**config.mk**
```make
export PLATFORM = sky130hd
export DESIGN_NAME = mclk_prescale_gen
export DESIGN_NICKNAME = d
export VERILOG_FILES = /design/src/rtl/pscl_pkg.sv /design/src/rtl/pscl_seq.sv /design/src/rtl/pscl_stage.sv /design/src/rtl/pscl_rate.sv /design/src/rtl/mclk_prescale_gen.sv
export SDC_FILE = /design/constraint.sdc
export NUM_CORES = 1
export LEC_CHECK = 0
export ABC_AREA = 1
export ABC_CLOCK_PERIOD_IN_PS = 1900
export CAP_MARGIN = 15
export CORE_UTILIZATION = 54
export CTS_CLUSTER_DIAMETER = 60
export DETAILED_ROUTE_END_ITERATION = 12
export PLACE_DENSITY = 0.85
export SYNTH_ARGS = -nofsm -noshare
export SYNTH_HDL_FRONTEND = slang
export SYNTH_SLANG_ARGS = --single-unit
```
**constraint.sdc**
```tcl
create_clock -name clk -period 1.9 [get_ports clk]
set_clock_uncertainty 0.1 [all_clocks]
set_input_delay 0.38 -clock clk [delete_from_list [all_inputs] [get_ports clk]]
set_output_delay 0.38 -clock clk [all_outputs]
set_load 0.02 [all_outputs]
```
**src/rtl/pscl_pkg.sv**
```systemverilog
package pscl_pkg;

    localparam int unsigned NUM_STAGES = 3;
    localparam int unsigned SEL_W      = 2;

    // Ratio reached by code 2'b01 and code 2'b10 in each stage.
    localparam int unsigned STAGE_LOW_RATIO  [NUM_STAGES] = '{2, 2, 2};
    localparam int unsigned STAGE_HIGH_RATIO [NUM_STAGES] = '{3, 3, 4};

    typedef enum logic [SEL_W-1:0] {
        SEL_THRU  = 2'b00,
        SEL_LOW   = 2'b01,
        SEL_HIGH  = 2'b10,
        SEL_SPARE = 2'b11
    } sel_code_e;

    typedef struct packed {
        logic [NUM_STAGES-1:0][SEL_W-1:0] sel;
        logic                             low_delay;
    } rate_cfg_t;

    typedef enum logic {
        ST_HOLD = 1'b0,
        ST_RUN  = 1'b1
    } seq_state_e;

endpackage

```
**src/rtl/pscl_seq.sv**
```systemverilog
module pscl_seq
    import pscl_pkg::*;
(
    input  logic      clk,
    input  logic      rst,
    input  rate_cfg_t cfg_i,
    output logic      run_o
);

    seq_state_e state_q;
    seq_state_e state_d;
    rate_cfg_t  cfg_q;
    logic       cfg_moved;

    assign cfg_moved = (cfg_i != cfg_q);

    // State register and configuration snapshot
    always_ff @(posedge clk) begin
        if (rst) begin
            state_q <= ST_HOLD;
        end else begin
            state_q <= state_d;
        end
        cfg_q <= cfg_i;
    end

    // Transitions: HOLD -> RUN once the setting is steady,
    // RUN -> HOLD as soon as the setting moves.
    always_comb begin
        state_d = state_q;
        unique case (state_q)
            ST_HOLD: if (!cfg_moved) state_d = ST_RUN;
            ST_RUN:  if (cfg_moved)  state_d = ST_HOLD;
            default: state_d = ST_HOLD;
        endcase
    end

    // Output decode
    always_comb begin
        unique case (state_q)
            ST_RUN:  run_o = !cfg_moved && !rst;
            default: run_o = 1'b0;
        endcase
    end

endmodule

```
**src/rtl/pscl_stage.sv**
```systemverilog
module pscl_stage
    import pscl_pkg::*;
#(
    parameter int unsigned LOW_RATIO  = 2,
    parameter int unsigned HIGH_RATIO = 3
) (
    input  logic             clk,
    input  logic             clr,
    input  logic             adv_i,
    input  logic [SEL_W-1:0] sel_i,
    output logic             adv_o
);

    localparam int unsigned MAX_RATIO = (HIGH_RATIO > LOW_RATIO) ? HIGH_RATIO : LOW_RATIO;
    localparam int unsigned CW        = (MAX_RATIO > 2) ? $clog2(MAX_RATIO) : 1;

    logic [CW-1:0] cnt_q;
    logic [CW-1:0] last;
    logic          wrap;

    always_comb begin
        unique case (sel_code_e'(sel_i))
            SEL_LOW:  last = CW'(LOW_RATIO - 1);
            SEL_HIGH: last = CW'(HIGH_RATIO - 1);
            default:  last = '0;
        endcase
    end

    assign wrap  = (cnt_q == last);
    assign adv_o = adv_i && wrap;

    always_ff @(posedge clk) begin
        if (clr) begin
            cnt_q <= '0;
        end else if (adv_i) begin
            cnt_q <= wrap ? '0 : cnt_q + CW'(1);
        end
    end

endmodule

```
**src/rtl/pscl_rate.sv**
```systemverilog
module pscl_rate #(
    parameter int unsigned DAC_DIV   = 2,
    parameter int unsigned ADC_DIV   = 4,
    parameter int unsigned FS_NORMAL = 256,
    parameter int unsigned FS_SHORT  = 128
) (
    input  logic clk,
    input  logic clr,
    input  logic tick_i,
    input  logic low_delay_i,
    output logic dac_o,
    output logic adc_o,
    output logic fs_o
);

    // All divisors are powers of two that divide FS_NORMAL.
    localparam int unsigned CW = $clog2(FS_NORMAL);
    localparam logic [CW-1:0] DAC_MASK  = CW'(DAC_DIV - 1);
    localparam logic [CW-1:0] ADC_MASK  = CW'(ADC_DIV - 1);
    localparam logic [CW-1:0] NORM_MASK = CW'(FS_NORMAL - 1);
    localparam logic [CW-1:0] SHRT_MASK = CW'(FS_SHORT - 1);

    logic [CW-1:0] tick_q;
    logic [CW-1:0] fs_mask;

    assign fs_mask = low_delay_i ? SHRT_MASK : NORM_MASK;
    assign dac_o   = tick_i && ((tick_q & DAC_MASK) == DAC_MASK);
    assign adc_o   = tick_i && ((tick_q & ADC_MASK) == ADC_MASK);
    assign fs_o    = tick_i && ((tick_q & fs_mask) == fs_mask);

    always_ff @(posedge clk) begin
        if (clr) begin
            tick_q <= '0;
        end else if (tick_i) begin
            tick_q <= tick_q + CW'(1);
        end
    end

endmodule

```
**src/rtl/mclk_prescale_gen.sv**
```systemverilog
module mclk_prescale_gen
    import pscl_pkg::*;
#(
    parameter int unsigned DAC_DIV   = 2,
    parameter int unsigned ADC_DIV   = 4,
    parameter int unsigned FS_NORMAL = 256,
    parameter int unsigned FS_SHORT  = 128
) (
    input  logic       clk,
    input  logic       rst,
    input  logic [1:0] stage1_sel,
    input  logic [1:0] stage2_sel,
    input  logic [1:0] stage3_sel,
    input  logic       low_delay,
    output logic       imclk_en,
    output logic       dac_mod_en,
    output logic       adc_mod_en,
    output logic       fs_strobe
);

    rate_cfg_t             cfg;
    logic                  run;
    logic                  clr;
    logic [NUM_STAGES:0]   link;

    assign cfg.sel[0]    = stage1_sel;
    assign cfg.sel[1]    = stage2_sel;
    assign cfg.sel[2]    = stage3_sel;
    assign cfg.low_delay = low_delay;

    pscl_seq u_seq (
        .clk   (clk),
        .rst   (rst),
        .cfg_i (cfg),
        .run_o (run)
    );

    assign clr     = !run;
    assign link[0] = run;

    for (genvar g = 0; g < NUM_STAGES; g++) begin : g_stage
        pscl_stage #(
            .LOW_RATIO  (STAGE_LOW_RATIO[g]),
            .HIGH_RATIO (STAGE_HIGH_RATIO[g])
        ) u_stage (
            .clk   (clk),
            .clr   (clr),
            .adv_i (link[g]),
            .sel_i (cfg.sel[g]),
            .adv_o (link[g+1])
        );
    end

    assign imclk_en = link[NUM_STAGES];

    pscl_rate #(
        .DAC_DIV   (DAC_DIV),
        .ADC_DIV   (ADC_DIV),
        .FS_NORMAL (FS_NORMAL),
        .FS_SHORT  (FS_SHORT)
    ) u_rate (
        .clk         (clk),
        .clr         (clr),
        .tick_i      (imclk_en),
        .low_delay_i (low_delay),
        .dac_o       (dac_mod_en),
        .adc_o       (adc_mod_en),
        .fs_o        (fs_strobe)
    );

endmodule

```
-- Word-level counts from Yosys, hierarchy flattened
Index checks and enable logic that the tools add are counted.
- latch bits: 0
- logic and storage cells: 45
- memories: 0
- output and inout port bits: 4
- bits in registers: 22
- RAM bits: 0
- memory bits (read-only): 0
- multiplexer cells: 8
- $add $sub $neg: 4
- divide/modulo/power cells: 0
- multipliers: 0
- shift operators: 0
- order comparisons: 0
- reductions and logical operators: 10
- bitwise logic cells: 2
- equal/unequal tests: 12
- operators by type and width (kind ; number):
    $pmux W2 S2 ; 3
    $add A8 B1 Y8 const B ; 1
    $and A8 B8 Y8 ; 1
    $eq A2 B2 Y1 const B ; 4
    $eq A8 B8 Y1 ; 1
    $mux W8 ; 1
    $logic_and A1 B1 Y1 ; 7
    $ne A7 B7 Y1 ; 1
    $add A2 B1 Y2 const B ; 3
    $eq A2 B1 Y1 const B ; 3
    $eq A2 B2 Y1 ; 3
    $mux W2 ; 2
    $logic_not A1 Y1 ; 2
    $mux W1 ; 2
    $reduce_or A2 Y1 ; 1
    $not A1 Y1 ; 1

-- Longest topological paths before layout
Gate-level depths: netlist of the first run.
- depth after elaboration: 8
- gate-level depth with buffers: 12
- depth with buffers taken out: 12

-- By module
A second synthesis of the first run with hierarchy kept.
- cell total of the unflattened synthesis: 171
- area, all modules: 1097.3 µm²
- by module, submodules not included (module ; area each (µm²) ; times used ; cells an instance):
    pscl_rate ; 364.1 ; 1 ; 52
    pscl_seq ; 331.6 ; 1 ; 52
    pscl_stage at g_stage[0].u_stage ... ; 126.4 ; 2 ; 20
    pscl_stage at g_stage[2].u_stage ; 145.1 ; 1 ; 26
    mclk_prescale_gen ; 3.8 ; 1 ; 1

-- Worst setup path after synthesis of the first run
No wires, ideal clock.
- path type: in2out
- start: in stage3_sel[0]
- end: out fs_strobe
- slack: -154 ps
- data required time: 1420 ps
- path buffers: 1
- data arrival time: 1574 ps
- stages on the path: 8
- cell sequence: inv_2 > ha_1 > xor2_1 > nand2_1 > nor2_4 > buf_6 > nand4_1 > nor2_1
- longest elaborated chain between the ends: 8
- elaborated cells between the ends (all ways): 12
- those cells by class: eq/ne (4); mux (2); reduce/logical (6)
- RTL lines (what ; line ; source):
    start, declared ; mclk_prescale_gen.sv:13 ; input logic [1:0] stage3_sel,
    $ne A7 B7 Y1 ; pscl_seq.sv:15 ; assign cfg_moved = (cfg_i != cfg_q);
    $logic_not A1 Y1 ; -- ;
    $logic_and A1 B1 Y1 ; pscl_seq.sv:41 ; ST_RUN: run_o = !cfg_moved && !rst;
    $mux W1 ; pscl_seq.sv:40 ; unique case (state_q)
    $logic_and A1 B1 Y1 (2 in a row) ; pscl_stage.sv:30 ; assign adv_o = adv_i && wrap;
    $logic_and A1 B1 Y1 * ; pscl_stage.sv:30 ;
    via imclk_en ; mclk_prescale_gen.sv:15 ; output logic imclk_en,
    $logic_and A1 B1 Y1 * ; pscl_rate.sv:29 ; assign fs_o = tick_i && ((tick_q & fs_mask) == fs_mask);
    end, declared ; mclk_prescale_gen.sv:18 ; output logic fs_strobe
Mark *: on every way through the listed nets, which the timed path passes. The rest lies on a longest branch.

-- Worst setup path in the final report of the first run
- start: in stage1_sel[0]
- end: out dac_mod_en
- longest elaborated chain between the ends: 8
- elaborated cells between the ends (all ways): 12
- those cells by class: eq/ne (4); mux (2); reduce/logical (6)
- RTL lines (what ; line ; source):
    start, declared ; mclk_prescale_gen.sv:11 ; input logic [1:0] stage1_sel,
    $ne A7 B7 Y1 ; pscl_seq.sv:15 ;
    $logic_not A1 Y1 ; -- ;
    $logic_and A1 B1 Y1 ; pscl_seq.sv:41 ;
    $mux W1 ; pscl_seq.sv:40 ;
    $logic_and A1 B1 Y1 * (3 in a row) ; pscl_stage.sv:30 ;
    $logic_and A1 B1 Y1 * ; pscl_rate.sv:27 ; assign dac_o = tick_i && ((tick_q & DAC_MASK) == DAC_MASK);
    end, declared ; mclk_prescale_gen.sv:16 ; output logic dac_mod_en,
Every way passes the cells marked *; elsewhere a longest branch is shown, timed or not.

==> results of run 1 <==
critical path: cells and delay by family:
kind | cells | cell delay [ns]
AND/OR/NAND/NOR | 6 | 0.55
buffers and inverters | 6 | 0.70
AO/OA/AOI/OAI | 1 | 0.22
cells by family after synthesis:
group	Yosys count	synth area share (%)
and+or+nand+nor	97	40.0
buffers and inverters	29	10.2
DFF	22	38.7
AOI/OAI and AO/OA	12	6.49
xor gates and xnor gates	3	2.31
adders and majority gates	2	2.20
area by class of cell:
type	count	share of cell area [%]
Clock buffer	3	1.38
Clock inverter	1	1.84
Inverter	28	6.68
Multi-Input combinational cell	114	38.4
Sequential cell	22	27.4
Tap cell	27	2.07
Timing Repair Buffer	43	22.2
synth_stat cells:
| library cell | number |
|---|---|
| inv_1 | 22 |
| buf_6 | 1 |
| xor2_1 | 1 |
| a21oi_2 | 3 |
| xnor2_1 | 2 |
| o21ai_1 | 2 |
| nor3b_2 | 1 |
| o31ai_1 | 1 |
| clkinv_1 | 1 |
| nand2_2 | 3 |
| nand4_1 | 1 |
| nand2_1 | 53 |
| nor2_1 | 19 |
| nand4_4 | 1 |
| a21oi_1 | 4 |
| nand3_2 | 1 |
| nor3_2 | 1 |
| nor2_2 | 2 |
| inv_2 | 5 |
| o21ai_0 | 2 |
| ha_1 | 2 |
| dfxtp_1 | 22 |
| nor2_4 | 3 |
| nand3_1 | 12 |
worst max-delay path by stage:
| stage | start | end | slack (ns) | depth (start not counted) |
|---|---|---|---|---|
| after global placement | stage3_sel[0] | fs_strobe | -1.03 | 9 |
| final | stage1_sel[0] | dac_mod_en | -0.44 | 13 |
| after CTS | u_seq.cfg_q[6]$_DFF_P_ | adc_mod_en | -0.39 | 12 |
| after floorplan | stage3_sel[0] | fs_strobe | -0.07 | 8 |
| after global routing | u_seq.cfg_q[0]$_DFF_P_ | dac_mod_en | -0.49 | 13 |
| after detailed placement | stage2_sel[1] | adc_mod_en | -1.08 | 13 |
flip-flops by register name, indices dropped and copies added, names as in the netlist:
signal / count
u_rate.tick_q: 8
u_seq.cfg_q: 7
g_stage.u_stage.cnt_q: 6
u_seq.state_q: 1
repair_timing:
action / CTS / global route
hold buffers: 0 / 0
setup endpoints to repair: 15 / 10
setup buffers: 4 / 1
resized for setup: 46 / 10
pin swaps: 8 / 8
metal layers:
metal  part of all wire, %  wire length (um)  up-vias
met5                     0                 0        -
met4                   2.6                81        0
met3                   2.7                85        8
met2                    54              1690       30
met1                    40              1250      545
li1                      -                 -      599
where the power goes:
group | internal (mW) | total, mW | switching [mW]
Combinational | 0.0385 | 0.0908 | 0.0524
Clock | 0.214 | 0.377 | 0.164
Sequential | 0.471 | 0.476 | 0.00504
Total | 0.723 | 0.944 | 0.221
through the flow:
| step | util, % | total power, mW |
|---|---|---|
| after floorplan | - | 0.531 |
| after global placement | 75.7 | 0.568 |
| after detailed placement | 75.7 | 0.572 |
| after CTS | 81.6 | 0.928 |
| after global routing | 83.0 | 0.973 |
| final | 83.0 | 0.944 |
cells in the final DEF, fill, tap and decap left out, drive strengths merged, types with 2 or more instances in the layout:
master | Yosys | final
xnor2 | 2 | 2
a21oi | 7 | 7
inv | 27 | 27
dfxtp | 22 | 22
dlygate4sd2 | 0 | 6
nand4 | 2 | 2
nand2 | 56 | 56
clkbuf | 0 | 3
nand3 | 13 | 13
ha | 2 | 2
clkdlybuf4s15 | 0 | 2
nor2 | 24 | 24
o21ai | 4 | 4
buf | 1 | 35
==> flow_summary.ini, run 1 <==
[worst_setup_path]
required_ns = 1.42
cpMostUsedCell = nand2_1
critPathLaunchType = primary input
path_class = in -> out
end_kind = output pin
slowest_delay_ns = 0.26
r2r-end = g_stage[1].u_stage.cnt_q[0]$_SDFFE_PN0N_
r2r_cells = 12
timing.rr.start = u_seq.cfg_q[5]$_DFF_P_
crit_chain = dlygate4sd2_1, inv_2, nand2_1, nand2_1, nand2_1, a21oi_4, nand4_4, nor2_4, buf_4, buf_6, nand2_4, inv_2, buf_6
ff2ff_setup_slack_ns = -0.01
cpMaxStageDelayCell = dlygate4sd2_1
cp_data_arrival_time_ns = 1.86
worst-path-max-fanout = 3

[power_and_ir_drop]
vdd_drop_max_mv = 0.654
p_leak_nw = 0.801
power_density_nw_per_um2 = 579

[logic_synthesis]
syn_nets = 176
seq_area_frac_synth_pct = 38.7
yosys_warnings = 0
synth_cell_type_count = 24
synth.area.top_cells = dfxtp_1 39%, nand2_1 17%, inv_1 7.3%
synth.cell_area_um2 = 1140
ys_ff_latch = 22
syn_inst = 165
syn_avg_cell_area_um2 = 6.89
synth_top_area_cell = dfxtp_1
netlist.area_leader.share_pct = 38.7

[routing]
routed_via_density = 4.97
num_vias = 1182
avgRoutedWirePerCell_um = 13.0
drc_errors = 0
first_iter_violations = 35
ant_nets = 0
dr.pass1.iters = 4
wl_mm = 3.11

[timing]
slew_violations = 0
tns_ns = -1.53
tightest_slew_ns = 0.332
hold-worst-slack_ns = 0.218
hold_viol_final = 0
rsz0062_at_grt = true
setup_viol_count_final = 5
post-route-period-util_pct = 123
max_slew_margin_pct = 77.8
fmax_mhz = 428
post-route-min-period_ns = 2.34
worst_slack_ns = -0.435

[finish]
fillers = 127
register_area_um2 = 447
multi_input_area_um2 = 626
antennaDiodeCount = 0
design_area_um2 = 1630
drive_above_1_share_pct = 35.5
final_nets = 223
fin_cells = 238
syn2layout_area_growth_pct = 43.2

[placed_design]
place_area_um2 = 1490
gp_congestion = 0.881
dp_hpwl_mm = 2.02
io_buffers = 12
place_ws_ns = -1.08
placed_cells = 229

[global_routing]
grt.total_usage_pct = 31.5
use_met1_pct = 30.7
grt_overflow = 0
use_met2_pct = 58.6
antenna_found_initial = 0
grt_pass1_vias = 1167
grt_max_degree = 14
busiest_layer = met2
use_met3_pct = 7.55
grt_pass1_wl_mm = 4.79

[floorplanning]
die_area_um2 = 2290
start_util_pct = 58.0
die_x_um = 47.9
coreArea_um2 = 1960
die_height_um = 47.9
boundaryPins = 13
num_rows = 16

[status]
violations = negative setup slack
run_status = finished, violations left

[clock_network]
clkSlewWorstSetupHoldPaths_ns = 0.13
clock_latency_ns = 0.33
cts_root_buf = clkbuf_4
clk_path_buf_depth = 2
cts.sinks = 22
cts_buffers = 3
cts_tree = yes
htreeDepth = 1

[min_path]
hold_start = stage3_sel[0]
holdPathEnd = u_seq.cfg_q[5]$_DFF_P_
hp-class = in -> reg
min_path_cells = 1

[job]
cap_violations = 0
(Power assumes the default switching activity.)
==> run 2: changes to the inputs <==
--- a/config.mk
+++ b/config.mk
@@ -12,6 +12,7 @@
 export CTS_CLUSTER_DIAMETER = 60
 export DETAILED_ROUTE_END_ITERATION = 12
 export PLACE_DENSITY = 0.85
+export REMOVE_ABC_BUFFERS = 1
 export SYNTH_ARGS = -nofsm -noshare
 export SYNTH_HDL_FRONTEND = slang
 export SYNTH_SLANG_ARGS = --single-unit
==> run 2 against run 1 <==
  * The flow still finishes with violations (negative setup slack)
  * Flip-flop and latch count did not move
  * Combinational power grew 2%
  * Global-route usage is 7.7 points lower
  * Highest routed layer unchanged
  * Total power shrank 1.8%
  * Core utilization decreased by 0.26 points
  * Critical path depth is 2 lower
  * Routed wire length fell by 5.2%
  * Non-clock buffer count stayed put
  * Clock-buffer cell count did not move
  * Register-to-register slack improved by 0.07 ns
  * Design area decreased by 0.31%
  * Worst setup slack got worse by 0.046 ns
==> flow_summary.ini, run 2 (synthesized netlist as in run 1, its figures left out) <==
[worst_setup_path]
critPathLaunchType = flip-flop
cp_data_arrival_time_ns = 1.90
required_ns = 1.42
worst-path-max-fanout = 3
path_class = reg -> out
end_kind = output pin
cpMaxStageDelayCell = dfxtp_2
crit_chain = inv_1, nand2_1, nand2_1, nor2_2, nand2_2, nor2_4, nand4_4, nor2_4, nand4_1, nor2_1, buf_4
slowest_delay_ns = 0.35

[timing]
post-route-min-period_ns = 2.38
worst_slack_ns = -0.481
setup_viol_count_final = 4
max_slew_margin_pct = 82.5
slew_violations = 0
hold-worst-slack_ns = 0.232
tightest_slew_ns = 0.262
rsz0062_at_grt = true
post-route-period-util_pct = 125
hold_viol_final = 0
fmax_mhz = 420

[routing]
dr.pass1.iters = 4
avgRoutedWirePerCell_um = 12.4
ant_nets = 0
first_iter_violations = 39
wl_mm = 2.94
drc_errors = 0
num_vias = 1204
routed_via_density = 5.06

[clock_network]
htreeDepth = 1
cts.sinks = 22
cts_root_buf = clkbuf_4
clock_latency_ns = 0.31
cts_tree = yes
cts_hold_buffers = 0
clk_path_buf_depth = 2
clkSlewWorstSetupHoldPaths_ns = 0.12
cts_buffers = 3

[floorplanning]
num_rows = 16
die_area_um2 = 2290
die_x_um = 47.9
coreArea_um2 = 1960
boundaryPins = 13
start_util_pct = 58.0
die_height_um = 47.9

[power_and_ir_drop]
vdd_drop_max_mv = 0.515
combPwrFrac_pct = 10.0
power_density_nw_per_um2 = 571
p_sw_mw = 0.203
p_leak_nw = 0.800
p_clk_share_pct = 38.7
power.internal_mw = 0.724
seq_power_share_pct = 51.3
swShare_pct = 21.9

[global_routing]
antenna_found_initial = 0
grt.total_usage_pct = 23.8
grt_pass1_wl_mm = 3.87
grt_max_degree = 14
grt_pass1_vias = 1031
grt_overflow = 0

[finish]
fin_util_pct = 82.8
reg_top3 = u_rate.tick_q: 8 flops, u_seq.cfg_q: 7 flops, g_stage.u_stage.cnt_q: 6 flops
regMostFlops = u_rate.tick_q
final_cell_mix = 49 x nand2_1, 29 x buf_4, 18 x inv_1
largest_register_ffs = 8
final_nets = 223
antennaDiodeCount = 0
layout_commonest_cell = nand2_1
drive_above_1_share_pct = 35.5
syn2layout_area_growth_pct = 42.8

[placed_design]
gp_congestion = 0.801
dp_hpwl_mm = 1.98
io_buffers = 12

[min_path]
hp-class = in -> reg

[status]
run_status = finished, violations left
violations = negative setup slack

[job]
cap_violations = 0
## run 2: cell types whose count changed in the layout (fill, tap and decap cells not counted), sizes merged
cell,delta
clkdlybuf4s15,+3
clkinvlp,-1
dlygate4sd2,-3
clkinv,+1
## run 2: per-layer routing
metal / wire length [um] / GRT usage, % / vias up
met1: 1210 / 24.8 / 564
met3: 71 / 3.40 / 9
met2: 1600 / 47.8 / 30
met4: 57 / 7.22 / 0
li1: - / - / 601
met5: 0 / 0 / -
## run 2: through the flow
stage	cells	setup WS (ns)	power (mW)	TNS, ns	area [um^2]
after floorplan	164	-0.217	0.530	-0.289	1130
after global placement	225	-1.01	0.562	-7.36	1450
after detailed placement	225	-1.07	0.567	-8.54	1450
after CTS	235	-0.374	0.915	-1.35	1550
after global routing	238	-0.569	0.967	-1.89	1620
final	238	-0.481	0.927	-1.48	1620
## run 2: worst paths after layout
kind              slack, ns                                   start                                endpoint  cells after the start
hold reg to reg        0.44  g_stage[0].u_stage.cnt_q[0]$_SDFF_PP0_  g_stage[0].u_stage.cnt_q[0]$_SDFF_PP0_                      2
setup reg to reg       0.06                  u_seq.cfg_q[5]$_DFF_P_           u_rate.tick_q[7]$_SDFFE_PN0P_                     13
setup / recovery      -0.48                  u_seq.cfg_q[5]$_DFF_P_                               fs_strobe                     11
hold / removal         0.23                           stage3_sel[0]                  u_seq.cfg_q[5]$_DFF_P_                      1
## run 2: power groups by stage
| stage | clock (mW) | combinational, mW | sequential (mW) |
|---|---|---|---|
| 5_1_grt | 0.388 | 0.102 | 0.477 |
| 2_1_floorplan | 0 | 0.0471 | 0.483 |
| 6_report | 0.359 | 0.0925 | 0.476 |
| 3_5_place_dp | 0 | 0.0824 | 0.484 |
| 4_1_cts | 0.360 | 0.0806 | 0.474 |
| 3_3_place_gp | 0 | 0.0784 | 0.483 |
## run 2: area by class of cell
class,count,area [um^2]
multi-input cells,114,623
flip-flops and latches,22,448
repair buffers,43,362
fillers,128,338
inverters,28,105
well taps,27,33.8
clock inverters,1,30.0
clock buffers,3,22.5
## run 2: critical path, delay by kind of cell (launching register included)
kind,cells,cell delay (ns)
and+or+nand+nor,9,1.04
DFF,1,0.35
buffers and inverters,2,0.20
## run 2: what timing repair did
item                                    in CTS  in global routing
endpoints found under the setup margin       9                  9
gates resized for setup                     41                 20
endpoints found under the hold margin        0                  0
pin swaps                                   11                  8
buffers inserted                             6                  4
